**src/rtl/coh_own_pkg.sv**
```systemverilog
`timescale 1ns/1ps
package coh_own_pkg;

  typedef enum logic [1:0] {
    LS_INV    = 2'd0,
    LS_VALID  = 2'd1,
    LS_SDIRTY = 2'd2,
    LS_EDIRTY = 2'd3
  } line_st_e;

  typedef enum logic [1:0] {
    BC_READ = 2'd0,
    BC_RFO  = 2'd1,
    BC_INV  = 2'd2,
    BC_WB   = 2'd3
  } bus_cmd_e;

  typedef enum logic [2:0] {
    FS_IDLE = 3'd0,
    FS_WB   = 3'd1,
    FS_FILL = 3'd2,
    FS_UPG  = 3'd3,
    FS_RESP = 3'd4
  } fsm_st_e;

  // ownership lives with the dirty states
  function automatic logic st_owner(line_st_e s);
    return (s == LS_SDIRTY) || (s == LS_EDIRTY);
  endfunction

  // state a matching line takes after a snooped command
  function automatic line_st_e snoop_next(line_st_e s, bus_cmd_e c);
    line_st_e n;
    case (c)
      BC_READ:        n = (s == LS_EDIRTY) ? LS_SDIRTY : s;
      BC_RFO, BC_INV: n = LS_INV;
      default:        n = s;
    endcase
    return n;
  endfunction

  // owner hands data to a requester that needs it
  function automatic logic snoop_supplies(line_st_e s, bus_cmd_e c);
    return st_owner(s) && ((c == BC_READ) || (c == BC_RFO));
  endfunction

  // write hit that must first remove other copies
  function automatic logic write_needs_upgrade(line_st_e s);
    return (s == LS_VALID) || (s == LS_SDIRTY);
  endfunction

endpackage

```
**src/rtl/coh_line_array.sv**
```systemverilog
`timescale 1ns/1ps
module coh_line_array
  import coh_own_pkg::*;
#(
  parameter int DEPTH  = 4,
  parameter int TAG_W  = 6,
  parameter int DATA_W = 16,
  localparam int IDX_W = $clog2(DEPTH)
) (
  input  logic                          clk,
  input  logic                          rst_n,
  input  logic                          fill_we,
  input  logic [IDX_W-1:0]              fill_idx,
  input  logic [TAG_W-1:0]              fill_tag,
  input  logic [DATA_W-1:0]             fill_data,
  input  logic [1:0]                    fill_st,
  input  logic                          snp_we,
  input  logic [IDX_W-1:0]              snp_idx,
  input  logic [1:0]                    snp_st,
  output logic [DEPTH-1:0][1:0]         st_q,
  output logic [DEPTH-1:0][TAG_W-1:0]   tag_q,
  output logic [DEPTH-1:0][DATA_W-1:0]  data_q
);

  for (genvar i = 0; i < DEPTH; i++) begin : g_line
    logic [1:0]        st_r;
    logic [TAG_W-1:0]  tag_r;
    logic [DATA_W-1:0] dat_r;
    logic              sel_fill;
    logic              sel_snp;

    assign sel_fill = fill_we && (fill_idx == IDX_W'(i));
    assign sel_snp  = snp_we  && (snp_idx  == IDX_W'(i));

    always_ff @(posedge clk or negedge rst_n) begin
      if (!rst_n) begin
        st_r  <= LS_INV;
        tag_r <= '0;
        dat_r <= '0;
      end else begin
        if (sel_snp)       st_r <= snp_st;
        else if (sel_fill) st_r <= fill_st;
        if (sel_fill) begin
          tag_r <= fill_tag;
          dat_r <= fill_data;
        end
      end
    end

    assign st_q[i]   = st_r;
    assign tag_q[i]  = tag_r;
    assign data_q[i] = dat_r;
  end

endmodule

```
**src/rtl/coh_snoop_unit.sv**
```systemverilog
`timescale 1ns/1ps
module coh_snoop_unit
  import coh_own_pkg::*;
#(
  parameter int ADDR_W = 8,
  parameter int DATA_W = 16,
  parameter int DEPTH  = 4,
  localparam int IDX_W = $clog2(DEPTH),
  localparam int TAG_W = ADDR_W - IDX_W
) (
  input  logic                          snp_valid,
  input  logic [1:0]                    snp_cmd,
  input  logic [ADDR_W-1:0]             snp_addr,
  input  logic [DEPTH-1:0][1:0]         st_q,
  input  logic [DEPTH-1:0][TAG_W-1:0]   tag_q,
  input  logic [DEPTH-1:0][DATA_W-1:0]  data_q,
  output logic                          snp_hit,
  output logic                          snp_supply,
  output logic [DATA_W-1:0]             snp_data,
  output logic                          upd_we,
  output logic [IDX_W-1:0]              upd_idx,
  output logic [1:0]                    upd_st
);

  logic [TAG_W-1:0] s_tag;
  line_st_e         s_cur;
  line_st_e         s_nxt;
  bus_cmd_e         s_cmd;

  assign upd_idx = snp_addr[IDX_W-1:0];
  assign s_tag   = snp_addr[ADDR_W-1:IDX_W];
  assign s_cur   = line_st_e'(st_q[upd_idx]);
  assign s_cmd   = bus_cmd_e'(snp_cmd);
  assign s_nxt   = snoop_next(s_cur, s_cmd);

  assign snp_hit    = snp_valid && (s_cur != LS_INV) && (tag_q[upd_idx] == s_tag);
  assign snp_supply = snp_hit && snoop_supplies(s_cur, s_cmd);
  assign snp_data   = snp_supply ? data_q[upd_idx] : '0;
  assign upd_we     = snp_hit && (s_nxt != s_cur);
  assign upd_st     = s_nxt;

endmodule

```
**src/rtl/coh_miss_fsm.sv**
```systemverilog
`timescale 1ns/1ps
module coh_miss_fsm
  import coh_own_pkg::*;
#(
  parameter int ADDR_W = 8,
  parameter int DATA_W = 16,
  parameter int DEPTH  = 4,
  localparam int IDX_W = $clog2(DEPTH),
  localparam int TAG_W = ADDR_W - IDX_W
) (
  input  logic                          clk,
  input  logic                          rst_n,
  input  logic                          cpu_req,
  input  logic                          cpu_we,
  input  logic [ADDR_W-1:0]             cpu_addr,
  input  logic [DATA_W-1:0]             cpu_wdata,
  output logic                          cpu_ready,
  output logic [DATA_W-1:0]             cpu_rdata,
  input  logic                          snp_valid,
  output logic                          bus_req,
  output logic [1:0]                    bus_cmd,
  output logic [ADDR_W-1:0]             bus_addr,
  output logic [DATA_W-1:0]             bus_wdata,
  input  logic                          bus_done,
  input  logic [DATA_W-1:0]             bus_rdata,
  input  logic [DEPTH-1:0][1:0]         st_q,
  input  logic [DEPTH-1:0][TAG_W-1:0]   tag_q,
  input  logic [DEPTH-1:0][DATA_W-1:0]  data_q,
  output logic                          fill_we,
  output logic [IDX_W-1:0]              fill_idx,
  output logic [TAG_W-1:0]              fill_tag,
  output logic [DATA_W-1:0]             fill_data,
  output logic [1:0]                    fill_st,
  output logic                          ev_upg_lost,
  output logic                          ev_victim_owned
);

  fsm_st_e          cur, nxt;
  bus_cmd_e         cmd;
  line_st_e         fst;
  line_st_e         cur_st;
  logic [TAG_W-1:0] ctag, cur_tag;
  logic [DATA_W-1:0] cur_dat;
  logic             cpu_hit;

  assign fill_idx = cpu_addr[IDX_W-1:0];
  assign ctag     = cpu_addr[ADDR_W-1:IDX_W];
  assign cur_st   = line_st_e'(st_q[fill_idx]);
  assign cur_tag  = tag_q[fill_idx];
  assign cur_dat  = data_q[fill_idx];
  assign cpu_hit  = (cur_st != LS_INV) && (cur_tag == ctag);
  assign ev_victim_owned = st_owner(cur_st) && (cur_tag != ctag);

  always_ff @(posedge clk or negedge rst_n) begin
    if (!rst_n) cur <= FS_IDLE;
    else        cur <= nxt;
  end

  always_comb begin
    nxt         = cur;
    cpu_ready   = 1'b0;
    cpu_rdata   = '0;
    bus_req     = 1'b0;
    cmd         = BC_READ;
    bus_addr    = cpu_addr;
    bus_wdata   = '0;
    fill_we     = 1'b0;
    fill_tag    = ctag;
    fill_data   = cur_dat;
    fst         = LS_INV;
    ev_upg_lost = 1'b0;
    case (cur)
      FS_IDLE: begin
        if (cpu_req && !snp_valid) begin
          if (cpu_hit) begin
            if (!cpu_we) begin
              nxt = FS_RESP;
            end else if (write_needs_upgrade(cur_st)) begin
              nxt = FS_UPG;
            end else begin
              fill_we   = 1'b1;
              fill_data = cpu_wdata;
              fst       = LS_EDIRTY;
              nxt       = FS_RESP;
            end
          end else if (ev_victim_owned) begin
            nxt = FS_WB;
          end else begin
            nxt = FS_FILL;
          end
        end
      end
      FS_WB: begin
        if (ev_victim_owned) begin
          bus_req   = 1'b1;
          cmd       = BC_WB;
          bus_addr  = {cur_tag, fill_idx};
          bus_wdata = cur_dat;
          if (bus_done) begin
            fill_we  = 1'b1;
            fill_tag = cur_tag;
            fst      = LS_INV;
            nxt      = FS_FILL;
          end
        end else begin
          nxt = FS_FILL;
        end
      end
      FS_FILL: begin
        bus_req = 1'b1;
        cmd     = cpu_we ? BC_RFO : BC_READ;
        if (bus_done) begin
          fill_we   = 1'b1;
          fill_data = cpu_we ? cpu_wdata : bus_rdata;
          fst       = cpu_we ? LS_EDIRTY : LS_VALID;
          nxt       = FS_RESP;
        end
      end
      FS_UPG: begin
        if (cpu_hit) begin
          bus_req = 1'b1;
          cmd     = BC_INV;
          if (bus_done) begin
            fill_we   = 1'b1;
            fill_data = cpu_wdata;
            fst       = LS_EDIRTY;
            nxt       = FS_RESP;
          end
        end else begin
          ev_upg_lost = 1'b1;
          nxt         = FS_FILL;
        end
      end
      FS_RESP: begin
        cpu_ready = 1'b1;
        cpu_rdata = cur_dat;
        nxt       = FS_IDLE;
      end
      default: nxt = FS_IDLE;
    endcase
  end

  assign bus_cmd = cmd;
  assign fill_st = fst;

endmodule

```
**src/rtl/coh_own_cache.sv**
```systemverilog
`timescale 1ns/1ps
module coh_own_cache
  import coh_own_pkg::*;
#(
  parameter int ADDR_W = 8,
  parameter int DATA_W = 16,
  parameter int DEPTH  = 4,
  localparam int IDX_W = $clog2(DEPTH),
  localparam int TAG_W = ADDR_W - IDX_W
) (
  input  logic              clk,
  input  logic              rst_n,
  input  logic              cpu_req,
  input  logic              cpu_we,
  input  logic [ADDR_W-1:0] cpu_addr,
  input  logic [DATA_W-1:0] cpu_wdata,
  output logic              cpu_ready,
  output logic [DATA_W-1:0] cpu_rdata,
  output logic              bus_req,
  output logic [1:0]        bus_cmd,
  output logic [ADDR_W-1:0] bus_addr,
  output logic [DATA_W-1:0] bus_wdata,
  input  logic              bus_done,
  input  logic [DATA_W-1:0] bus_rdata,
  input  logic              snp_valid,
  input  logic [1:0]        snp_cmd,
  input  logic [ADDR_W-1:0] snp_addr,
  output logic              snp_hit,
  output logic              snp_supply,
  output logic [DATA_W-1:0] snp_data
);

  logic [DEPTH-1:0][1:0]        st_q;
  logic [DEPTH-1:0][TAG_W-1:0]  tag_q;
  logic [DEPTH-1:0][DATA_W-1:0] data_q;
  logic                         fill_we;
  logic [IDX_W-1:0]             fill_idx;
  logic [TAG_W-1:0]             fill_tag;
  logic [DATA_W-1:0]            fill_data;
  logic [1:0]                   fill_st;
  logic                         upd_we;
  logic [IDX_W-1:0]             upd_idx;
  logic [1:0]                   upd_st;
  logic                         ev_upg_lost;
  logic                         ev_victim_owned;
  logic [DEPTH-1:0]             valid_vec;
  logic [DEPTH-1:0]             owned_vec;

  for (genvar i = 0; i < DEPTH; i++) begin : g_flags
    assign valid_vec[i] = (line_st_e'(st_q[i]) != LS_INV);
    assign owned_vec[i] = st_owner(line_st_e'(st_q[i]));
  end

  coh_line_array #(.DEPTH(DEPTH), .TAG_W(TAG_W), .DATA_W(DATA_W)) u_lines (
    .clk       (clk),
    .rst_n     (rst_n),
    .fill_we   (fill_we),
    .fill_idx  (fill_idx),
    .fill_tag  (fill_tag),
    .fill_data (fill_data),
    .fill_st   (fill_st),
    .snp_we    (upd_we),
    .snp_idx   (upd_idx),
    .snp_st    (upd_st),
    .st_q      (st_q),
    .tag_q     (tag_q),
    .data_q    (data_q)
  );

  coh_snoop_unit #(.ADDR_W(ADDR_W), .DATA_W(DATA_W), .DEPTH(DEPTH)) u_snoop (
    .snp_valid  (snp_valid),
    .snp_cmd    (snp_cmd),
    .snp_addr   (snp_addr),
    .st_q       (st_q),
    .tag_q      (tag_q),
    .data_q     (data_q),
    .snp_hit    (snp_hit),
    .snp_supply (snp_supply),
    .snp_data   (snp_data),
    .upd_we     (upd_we),
    .upd_idx    (upd_idx),
    .upd_st     (upd_st)
  );

  coh_miss_fsm #(.ADDR_W(ADDR_W), .DATA_W(DATA_W), .DEPTH(DEPTH)) u_fsm (
    .clk             (clk),
    .rst_n           (rst_n),
    .cpu_req         (cpu_req),
    .cpu_we          (cpu_we),
    .cpu_addr        (cpu_addr),
    .cpu_wdata       (cpu_wdata),
    .cpu_ready       (cpu_ready),
    .cpu_rdata       (cpu_rdata),
    .snp_valid       (snp_valid),
    .bus_req         (bus_req),
    .bus_cmd         (bus_cmd),
    .bus_addr        (bus_addr),
    .bus_wdata       (bus_wdata),
    .bus_done        (bus_done),
    .bus_rdata       (bus_rdata),
    .st_q            (st_q),
    .tag_q           (tag_q),
    .data_q          (data_q),
    .fill_we         (fill_we),
    .fill_idx        (fill_idx),
    .fill_tag        (fill_tag),
    .fill_data       (fill_data),
    .fill_st         (fill_st),
    .ev_upg_lost     (ev_upg_lost),
    .ev_victim_owned (ev_victim_owned)
  );

endmodule

```
**config.mk**
```make
export PLATFORM = sky130hd
export DESIGN_NAME = coh_own_cache
export DESIGN_NICKNAME = d
export VERILOG_FILES = /design/src/rtl/coh_own_pkg.sv /design/src/rtl/coh_line_array.sv /design/src/rtl/coh_snoop_unit.sv /design/src/rtl/coh_miss_fsm.sv /design/src/rtl/coh_own_cache.sv
export SDC_FILE = /design/constraint.sdc
export NUM_CORES = 1
export LEC_CHECK = 0
export ABC_AREA = 1
export BUFFER_PORTS_ARGS = -buffer_cell sky130_fd_sc_hd__buf_2
export CELL_PAD_IN_SITES_DETAIL_PLACEMENT = 1
export CELL_PAD_IN_SITES_GLOBAL_PLACEMENT = 1
export CORE_ASPECT_RATIO = 1.2
export CORE_UTILIZATION = 36
export DETAILED_ROUTE_END_ITERATION = 7
export PLACE_DENSITY = 0.86
export SLEW_MARGIN = 20
export SYNTH_ARGS = -nofsm -noshare
export SYNTH_HDL_FRONTEND = slang
export SYNTH_SLANG_ARGS = --single-unit
export TNS_END_PERCENT = 10
```
**constraint.sdc**
```tcl
create_clock -name clk -period 2.6 [get_ports clk]
set_input_delay 0.13 -clock clk [delete_from_list [all_inputs] [get_ports clk]]
set_output_delay 0.13 -clock clk [all_outputs]
set_load 0.01 [all_outputs]
```
# [Yosys cells after proc, flatten, opt, wreduce, memory -nomap -nowiden]
# Cells that the tools add are included.
# Widths: inputs -> output; s select.
[word_totals] ff_bits=99 latchBits=0 ram_bits=0 mem_bits_ro=0 inputBits=56 elab_cells=146 n_memories=0
[op_classes] n_addsub=0 mul=0 n_div=0 order_cmp=2 eq_ne=23 n_shift=0 mux=75 bitwise=0 n_reduce_logical=33
[op_table] operator="$mux 16" n=14
[op_table] operator="$bmux 16 s2" n=2
[op_table] operator="$pmux 16 s3" n=1
[op_table] operator="$mux 2" n=22
[op_table] operator="$mux 6" n=5
[op_table] operator="$bmux 6 s2" n=2
[op_table] operator="$mux 3" n=8
[op_table] operator="$eq 2x2->1 const B" n=9
[op_table] operator="$logic_and 1x1->1" n=16
[op_table] operator="$mux 8" n=2
[op_table] operator="$eq 6x6->1" n=2
[op_table] operator="$pmux 2 s3" n=2
[op_table] operator="$pmux 3 s4" n=1
[op_table] operator="$reduce_bool 2->1" n=6
[op_table] operator="$mux 1" n=11
[op_table] operator="$bmux 2 s2" n=2
[op_table] operator="$eq 2x1->1 const B" n=4
[op_table] operator="$eq 3x2->1 const B" n=2
[op_table] operator="$logic_not 2->1" n=3
[op_table] operator="$lt 2x3->1 const B" n=2
[op_table] operator="$ne 6x6->1" n=1
[op_table] operator="$logic_or 1x1->1" n=4
[op_table] operator="$pmux 1 s4" n=1
[op_table] operator="$pmux 2 s2" n=1
[op_table] operator="10 further kinds" n=10

# [Longest topological paths before layout]
# Gate-level depths: netlist (run 1).
[depth] ltp_word=12 ltp_mapped=20

# [Cells and area by module]
# Synthesis (run 1) repeated with hierarchy kept, for this count alone.
[hier_totals] cells_unflattened=1251 hier_area_um2=7777.5
[modules_own_cells] module="coh_line_array" instances=1 cells_per_inst=381 area_per_inst_um2=3731.1 seq_area_each_um2=2402.3
[modules_own_cells] module="coh_miss_fsm" instances=1 cells_per_inst=639 area_per_inst_um2=2969.1 seq_area_each_um2=75.1
[modules_own_cells] module="coh_snoop_unit" instances=1 cells_per_inst=231 area_per_inst_um2=1077.3 seq_area_each_um2=0.0

# [Worst setup path before layout (run 1)]
# No wires, ideal clock.
[synth_timing] path_kind="input port to flip-flop" from="input cpu_addr[1]" to="register u_lines.g_line[0].dat_r[12]" setup_ns=0.117 arrival_ns=2.839 required_time_ns=2.483 setup_slack_ns=-0.357 stages=15 path_cell_list="buf_2 > nand2_1 > clkbuf_1 > o21ai_0 > a221oi_1 > ha_1 > nor3_2 > nand4_2 > nand2_1 > inv_2 > nand2_4 > nand2_4 > buf_2 > nand2_1 > nand2_1"
[synth_between] elab_chain_len=10
[synth_lines] item="start: declaration" line="coh_own_cache.sv:15" source="input logic [ADDR_W-1:0] cpu_addr,"
[synth_lines] item="$bmux 2 s2" line="coh_miss_fsm.sv:48" source="assign cur_st = line_st_e'(st_q[fill_idx]);"
[synth_lines] item="$mux 2 (implied by the code)" line="coh_miss_fsm.sv:48"
[synth_lines] item="$eq 2x1->1 / $eq 2x2->1 (equally long branches)" line="coh_own_pkg.sv:49, coh_own_pkg.sv:28"
[synth_lines] item="$logic_or 1x1->1" line="coh_own_pkg.sv:49" source="return (s == LS_VALID) || (s == LS_SDIRTY);"
[synth_lines] item="$mux 1" line="coh_miss_fsm.sv:78" source="end else if (write_needs_upgrade(cur_st)) begin"
[synth_lines] item="$mux 1" line="coh_miss_fsm.sv:76" source="if (!cpu_we) begin"
[synth_lines] item="$mux 1" line="coh_miss_fsm.sv:75" source="if (cpu_hit) begin"
[synth_lines] item="$mux 1" line="coh_miss_fsm.sv:74" source="if (cpu_req && !snp_valid) begin"
[synth_lines] item="$pmux 1 s4" line="coh_miss_fsm.sv:72" source="case (cur)"
[synth_lines] item="$logic_and 1x1->1" line="coh_line_array.sv:32" source="assign sel_fill = fill_we && (fill_idx == IDX_W'(i));"
[synth_lines] item="end signal: assignment" line="coh_line_array.sv:45" source="dat_r <= fill_data;"
[synth_lines] item="end: declaration" line="coh_line_array.sv:28" source="logic [DATA_W-1:0] dat_r;"
# Several ways; a longest one is shown, not always the timed one. The select of a mux whose other input is x is not followed.
# A chain may end at the register's enable or synchronous reset.

# [Final worst setup path (run 1)]
[layout_timing] from="register u_lines.g_line[1].tag_r[5]" to="register u_lines.g_line[3].st_r[1]"
[layout_between] elab_chain_len=9
[layout_lines] item="start: declaration" line="coh_line_array.sv:27" source="logic [TAG_W-1:0] tag_r;"
[layout_lines] item="start signal: assignment" line="coh_line_array.sv:44" source="tag_r <= fill_tag;"
[layout_lines] item="$bmux 6 s2" line="coh_miss_fsm.sv:49" source="assign cur_tag = tag_q[fill_idx];"
[layout_lines] item="$mux 6 (implied by the code)" line="coh_miss_fsm.sv:49"
[layout_lines] item="$eq 6x6->1" line="coh_miss_fsm.sv:51" source="assign cpu_hit = (cur_st != LS_INV) && (cur_tag == ctag);"
[layout_lines] item="$logic_and 1x1->1" line="coh_miss_fsm.sv:51"
[layout_lines] item="$mux 2 / $mux 1 (equally long branches)" line="coh_miss_fsm.sv:75"
[layout_lines] item="$mux 2 / $mux 1 (equally long branches)" line="coh_miss_fsm.sv:74"
[layout_lines] item="$pmux 2 s3 / $pmux 1 s4 (equally long branches)" line="coh_miss_fsm.sv:72"
[layout_lines] item="$mux 2 / $logic_and 1x1->1 (equally long branches)" line="coh_line_array.sv:42, coh_line_array.sv:32"
[layout_lines] item="$mux 2 / $reduce_bool 2->1 (equally long branches)"
[layout_lines] item="end signal: assignment" line="coh_line_array.sv:41" source="if (sel_snp) st_r <= snp_st;"
[layout_lines] item="end signal: assignment" line="coh_line_array.sv:42" source="else if (sel_fill) st_r <= fill_st;"
[layout_lines] item="end: declaration" line="coh_line_array.sv:26" source="logic [1:0] st_r;"
# Several ways; a longest one is shown, not always the timed one. The select of a mux whose other input is x is not followed.

==> results of run 1 <==
cell type report:
type	count	share of cell area (%)
multi-input cells	926	46.6
flip-flops and latches	99	25.2
repair buffers	239	17.5
inverters	95	4.19
well taps	265	3.36
clock buffers	9	2.29
clock inverters	7	0.825
through the flow:
stage / cells / TNS [ps]
after floorplan: 1176 / 0
after global placement: 1585 / -33150
after detailed placement: 1585 / -53420
after CTS: 1611 / -1060
after global routing: 1640 / -20780
final: 1640 / -11090
cell families (layout without fill, tap and decap cells):
| kind of cell | count (synthesis) | count (layout) | share of synthesized area (%) |
|---|---|---|---|
| simple gates | 796 | 800 | 45.5 |
| flops | 99 | 99 | 33.5 |
| compound gates | 122 | 122 | 11.1 |
| xor+xnor | 1 | 1 | 0.119 |
| buf+inv | 155 | 350 | 9.33 |
| fa+ha+maj | 3 | 3 | 0.508 |
power breakdown:
| group | internal (uW) | switching [uW] | total [uW] |
|---|---|---|---|
| Combinational | 1760 | 3130 | 4890 |
| Sequential | 2200 | 720 | 2920 |
| Clock | 696 | 768 | 1460 |
| Total | 4660 | 4620 | 9280 |
worst max path at each step:
stage | startpoint | endpoint | slack [ps] | depth (start not counted)
CTS | u_lines.g_line[1].tag_r[1] | snp_data[3] | -100 | 13
floorplan | cpu_addr[1] | u_lines.g_line[0].dat_r[12] | 4 | 17
global placement | cpu_addr[0] | bus_wdata[11] | -380 | 15
global route | u_lines.g_line[1].tag_r[5] | u_lines.g_line[1].st_r[1] | -460 | 17
finish | u_lines.g_line[1].tag_r[5] | u_lines.g_line[3].st_r[1] | -300 | 17
detailed placement | cpu_addr[0] | u_lines.g_line[3].dat_r[4] | -550 | 18
repair_timing:
item / in CTS / in global routing
hold endpoints to repair: 52 / 0
pin swaps: 3 / 29
cloned: 2 / 4
gates resized for setup: 33 / 78
setup endpoints to repair: 141 / 140
buffers inserted: 7 / 25
hold buffers: 1 / 0
critical path: stages, from the launching register on:
cell	delay [ps]
dfrtp_1	500
nand2_1	130
nand2_1	60
nand2_1	90
nand2_1	100
nand2_1	110
nand2_1	120
nor2_1	190
nand3_2	140
buf_4	170
nor2_1	130
buf_6	150
nand3_1	220
nand3_1	360
nand2_1	110
nand2_1	110
nand2_1	70
nand2_1	60
synth_stat cells, types with 4 or more instances:
cell      number
clkbuf_1      26
a22oi_1        8
buf_6          9
o221ai_2       9
clkinv_2       4
buf_2         19
a21oi_1       13
nor3_1        17
inv_1         83
nand3_1       91
nand2_1      513
nand2_4        6
o21ai_0       38
nand4_1       43
nand3_2        4
o211ai_1       8
nor2_1       111
o22ai_1       33
dfrtp_1       99
o221ai_1       7
inv_2          5
sequential cells by signal (all words and copies together) (netlist names):
register / count
u_lines.g_line.st_r: 8
u_fsm.cur: 3
u_lines.g_line.tag_r: 24
u_lines.g_line.dat_r: 64
metal layers:
layer  vias to the layer above  global-route usage [%]
li1                       4216                       -
met4                         0                    22.2
met3                       262                    3.25
met1                      4814                    34.4
met5                         -                       0
met2                       679                    55.5
==> results.md, run 1 <==
- Commonest cells after routing, fill and taps aside: nand2_1 (504), buf_2 (115), nor2_1 (103)
- DRT Wirelength: about 38000 um
- Post-synth EDFFs: 0
- Net Count, Synth: ~1200
- Share of flip-flops with an asynchronous set or reset: 100%
- Worst Reg2Reg Path Length in Cells: 17
- Placer congestion estimate: 0.889
- Vias in the first global route: 9679
- Failing checks: setup timing
- Kind of critical path: flop to flop
- Largest net degree at the start of global routing: 55
- Commonest non-fill, non-tap cell in the layout: nand2_1
- Dominant cell type by area after synthesis: dfrtp_1
- I/O pins: 118
- Worst-path clk slew: 80 ps
- DRC: 0
- Ant diodes: 0
- Critical Path RT: 2910 ps
- DP Worst Slack: -545 ps
- Reg2Reg Capture Point: u_lines.g_line[3].st_r[1]
- Post-Synthesis Cell Area: 7390 um^2
- DRT iter0 DRCs: 982
- Fin area: roughly 9900 um^2
- Hold path cells: 5
- TritonCTS clock tree: done
- Leak: about 0.0054 uW
- Worst-Margin Slew: 846 ps
- Initial antenna violation count: 0
- Core area: between 20000 and 25000 um^2
- Clk sinks: a little under 100
- Proportion of netlist area held by the largest area contributor: 33.5%
- VDD IR max: 483 uV
- Hold violation count in the final report: 0
- Gate Count Post-Synth: 1176
- Area growth, synth to finish: 33.3%
- Critical path arrival: 3220 ps
- Top FF cell, synth: dfrtp_1
- Die Span X: 133 um
- Vias per std cell: between 6 and 7
- Final core area utilization: between 40% and 50%
- Hold Crit Endpoint: u_lines.g_line[3].tag_r[3]
- Filler cells: between 2000 and 3000
- Die ar.: 21100 um^2
- RSZ-0062 raised after global routing: true
- Die H: 159 um
- WL met2: 18700 um
- Post-synthesis sequential area ratio: 33.5%
- Clk_lat worst skew: approximately 380 ps
- Ys Warns: 0
- Max-slew violations: 0
- Largest cells by area after synthesis: dfrtp_1 (34%), nand2_1 (26%), nand3_1 (6.2%)
- Overall power: ~9300 uW
- DP HPWL: 22800 um
- First-pass GRT wire length: 51100 um
- Min-Delay Path Class: input port to flop
- Period Utilization, post-route: 112%
- Post-detailed-route wirelength per cell: 23.3 um
- P per Cell Area: roughly 940 nW/um^2
- Uppermost routed layer: met4
- Fin crit period: 2900 ps
- Avg Inst Size Synth: 6.29 um^2
- Core Rows: 57
- Max-cap viol count: 0
- Root buf cell: clkbuf_16
- First-pass DRT Iterations: 5
- Share of layout cells above drive strength 1: 25.4%
- Multi-input logic area: 4600 um^2
- Endpoints failing setup: 121
- Slew margin rel.: 43.6%
- Worst hold path startpoint: cpu_addr[5]
- Max Fclk: 345 MHz
- Total CTS buffers: 9
- Critical R2R Launch: u_lines.g_line[1].tag_r[5]
- Worst hold margin: 204 ps
- Worst Setup End Kind: flop
- Starting Density: 36.6%
- Status: complete, but fails checks
- FF+latch area: 2480 um^2
- Crit path launch type: flop
- Final Skew: 12.3 ps
- Crit-path max FO: 4
- Yosys cell types: 38
- Fin worst setup slack: -302 ps
- GRT Total Usage: 31.2%
- Worst-case clock buffer depth: 2
- # H-tree levels: 3
- Grt total ovfl: 0
- Number of routed nets with antenna violations: 0
- Met3 wire len: 2700 um
- Final nets: ~1400
- Placed cell areas: roughly 8700 um^2
- #FFs+latches synth: 99
- I/O Buffers: roughly 120
- Register-to-Register Setup Slack: -300 ps
- Wl on met1: between 10000 and 15000 um
- Via Count: 9971
Power figures use the tool's default switching activity.
==> inputs of run 2 (changes only) <==
- CORE_MARGIN: not set -> 1.5
==> run 2 against run 1 <==
  * The flow still finishes with violations (setup timing)
  * Wire length about the same
  * Design area increased by 1.4%
  * Non-clock buffer count increased by 6
  * First-iteration DRC count decreased by 11%
  * Maximum frequency increased by 4.7%
  * Sequential power about the same
  * Core utilization increased by 0.67 points
  * Global-route usage increased by 0.44 points
  * Setup slack improved by 130 ps
  * Via count about the same
  * Critical endpoint is now u_lines.g_line[3].dat_r[5]
  * Largest cell class unchanged
  * Largest power group unchanged
  * Highest routed layer unchanged
==> results.md, run 2 (synthesized netlist as in run 1, its figures left out) <==
- Status: complete, but fails checks (unchanged)
- Failing checks: setup timing (unchanged)
- Worst Setup End Kind: flop (unchanged)
- Initial antenna violation count: 0 (unchanged)
- Hold violation count in the final report: 0 (unchanged)
- Critical Path RT: 2850 ps (was 2910 ps)
- Largest register FFs: 64 (unchanged)
- Root buf cell: clkbuf_16 (unchanged)
- Worst Reg2Reg Path Length in Cells: 14 (was 17)
- Via Count: 9962 (was 9971)
- Period Utilization, post-route: 107% (was 112%)
- Register-to-Register Setup Slack: -170 ps (was -300 ps)
- Commonest non-fill, non-tap cell in the layout: nand2_1 (unchanged)
- Setup TNS Final: -2540 ps (was -11090 ps)
- Largest registers: u_lines.g_line.dat_r x64, u_lines.g_line.tag_r x24, u_lines.g_line.st_r x8 (unchanged)
- Leak: 0.00541 uW (was 0.00537 uW)
- Final nets: 1436 (was 1429)
- I/O Buffers: 117 (unchanged)
- Slew margin rel.: 46.1% (was 43.6%)
- TritonCTS clock tree: done (unchanged)
- Critical path arrival: 3030 ps (was 3220 ps)
- Kind of critical path: flop to flop (unchanged)
- First-pass GRT wire length: 52800 um (was 51100 um)
- Crit path launch type: flop (unchanged)
- Reg2Reg Capture Point: u_lines.g_line[3].dat_r[5] (was u_lines.g_line[3].st_r[1])
- Number of routed nets with antenna violations: 0 (unchanged)
- Worst-case clock buffer depth: 2 (unchanged)
- Die ar.: 21400 um^2 (was 21100 um^2)
- Endpoints failing setup: 67 (was 121)
- Commonest cells after routing, fill and taps aside: nand2_1 (504), buf_2 (114), buf_4 (102) (was nand2_1 (504), buf_2 (115), nor2_1 (103))
- # H-tree levels: 3 (unchanged)
- Core Rows: 57 (unchanged)
- Worst Setup EP: u_lines.g_line[3].dat_r[5] (was u_lines.g_line[3].st_r[1])
- Die H: 160 um (was 159 um)
- Crit-path max FO: 9 (was 4)
- Area growth, synth to finish: 35.1% (was 33.3%)
- Total CTS buffers: 9 (unchanged)
- DRT Wirelength: 38100 um (about the same)
- Min-Delay Path Class: input port to flop (unchanged)
- Filler cells: 2660 (was 2669)
- Fin crit period: 2770 ps (was 2900 ps)
- Clk_lat worst skew: 370 ps (was 380 ps)
- First-pass DRT Iterations: 6 (was 5)
- Placer congestion estimate: 0.895 (was 0.889)
- Clk sinks: 99 (unchanged)
- Max-cap viol count: 0 (unchanged)
- Largest register by flop count: u_lines.g_line.dat_r (unchanged)
- Core area: 20200 um^2 (unchanged)
- Vias in the first global route: 10000 (was 9679)
- RSZ-0062 raised after global routing: true (unchanged)
- Critical R2R Launch: u_lines.g_line[1].st_r[0] (was u_lines.g_line[1].tag_r[5])
- Post-detailed-route wirelength per cell: 23.2 um (was 23.3 um)
- Ant diodes: 0 (unchanged)
- GRT Total Usage: 31.6% (was 31.2%)
- Fin worst setup slack: -172 ps (was -302 ps)
- Share of layout cells above drive strength 1: 26.8% (was 25.4%)
- DP Worst Slack: -435 ps (was -545 ps)
- Grt total ovfl: 0 (unchanged)
- I/O pins: 118 (unchanged)
- DRT iter0 DRCs: 876 (was 982)
- DRC: 0 (unchanged)
- Starting Density: 36.6% (unchanged)
- Final Skew: 11.2 ps (was 12.3 ps)
- Worst-Margin Slew: 808 ps (was 846 ps)
- Worst hold margin: 165 ps (was 204 ps)
- P per Cell Area: 931 nW/um^2 (was 942 nW/um^2)
- Vias per std cell: 6.05 (was 6.08)
- Final core area utilization: 49.5% (was 48.8%)
- Max Fclk: 361 MHz (was 345 MHz)
- VDD IR max: 420 uV (was 483 uV)
- Max-slew violations: 0 (unchanged)
- Worst-path clk slew: 70 ps (was 80 ps)
- Die Span X: 134 um (was 133 um)
- DP HPWL: 23100 um (was 22800 um)
- CP startpoint: u_lines.g_line[1].st_r[0] (was u_lines.g_line[1].tag_r[5])
- Largest net degree at the start of global routing: 46 (was 55)
[run 2: cell count changes in the layout (fill, tap and decap cells not counted), sizes merged]
cell | previous run | this run
bufinv | 0 | 1
buf | 236 | 242
inv | 96 | 93
clkbuf | 11 | 13
clkinvlp | 1 | 3
nand2 | 522 | 521
[run 2: worst max-delay path, cell delays in order (launching register included)]
cell	delay, ps
dfrtp_1	420
inv_2	80
o22ai_2	80
a21oi_2	120
o21a_1	210
buf_6	120
ha_4	200
nor3_4	230
buf_4	180
clkbuf_16	150
nand4_1	120
nand3_1	110
nand4_1	370
nand2_1	180
nand2_1	90
[run 2: layout make-up]
cell class	count	area [um^2]	area share, %
multi-input cells	925	4690	47.0
flip-flops and latches	99	2480	24.8
repair buffers	245	1760	17.6
inverters	95	395	3.96
well taps	265	332	3.32
clock buffers	11	243	2.43
clock inverters	5	66.3	0.664
repair inverters	2	18.8	0.188
[run 2: metal layers]
| metal | vias to the layer above | wire [um] | global-route usage, % |
|---|---|---|---|
| met4 | 0 | 3070 | 20.9 |
| li1 | 4235 | - | - |
| met1 | 4875 | 13200 | 34.5 |
| met3 | 231 | 2670 | 4.57 |
| met2 | 621 | 19200 | 56.4 |
| met5 | - | 0 | 0 |
[run 2: timing repair]
item | in CTS | in global routing
pin swaps | 9 | 32
gates cloned | 5 | 3
hold endpoints to repair | 33 | 0
endpoints found under the setup margin | 134 | 139
hold buffers | 1 | 0
resized for setup | 63 | 72
buffers inserted | 13 | 13
[run 2: report_power, final]
part | switching (uW) | internal [uW] | leakage (uW)
registers | 694 | 2200 | 0.00126
logic | 3180 | 1750 | 0.00400
clock network | 682 | 788 | 0.000149
[run 2: worst min-delay path by stage]
stage | startpoint | to | slack (ps) | depth (start not counted)
finish | bus_done | u_fsm.cur[0] | 160 | 4
global route | bus_done | u_fsm.cur[0] | 180 | 4
CTS | bus_done | u_fsm.cur[0] | 150 | 4
detailed placement | rst_n | u_fsm.cur[1] | 140 | 1
global placement | rst_n | u_fsm.cur[1] | 120 | 1
floorplan | rst_n | u_fsm.cur[0] | -170 | 0
[run 2: metrics by stage]
step | std cells | total power (uW) | cell area (um^2)
floorplan | 1176 | 5060 | 7410
global placement | 1596 | 6640 | 8820
detailed placement | 1596 | 6890 | 8820
CTS | 1631 | 8570 | 9540
global route | 1647 | 9710 | 9990
finish | 1647 | 9300 | 9990
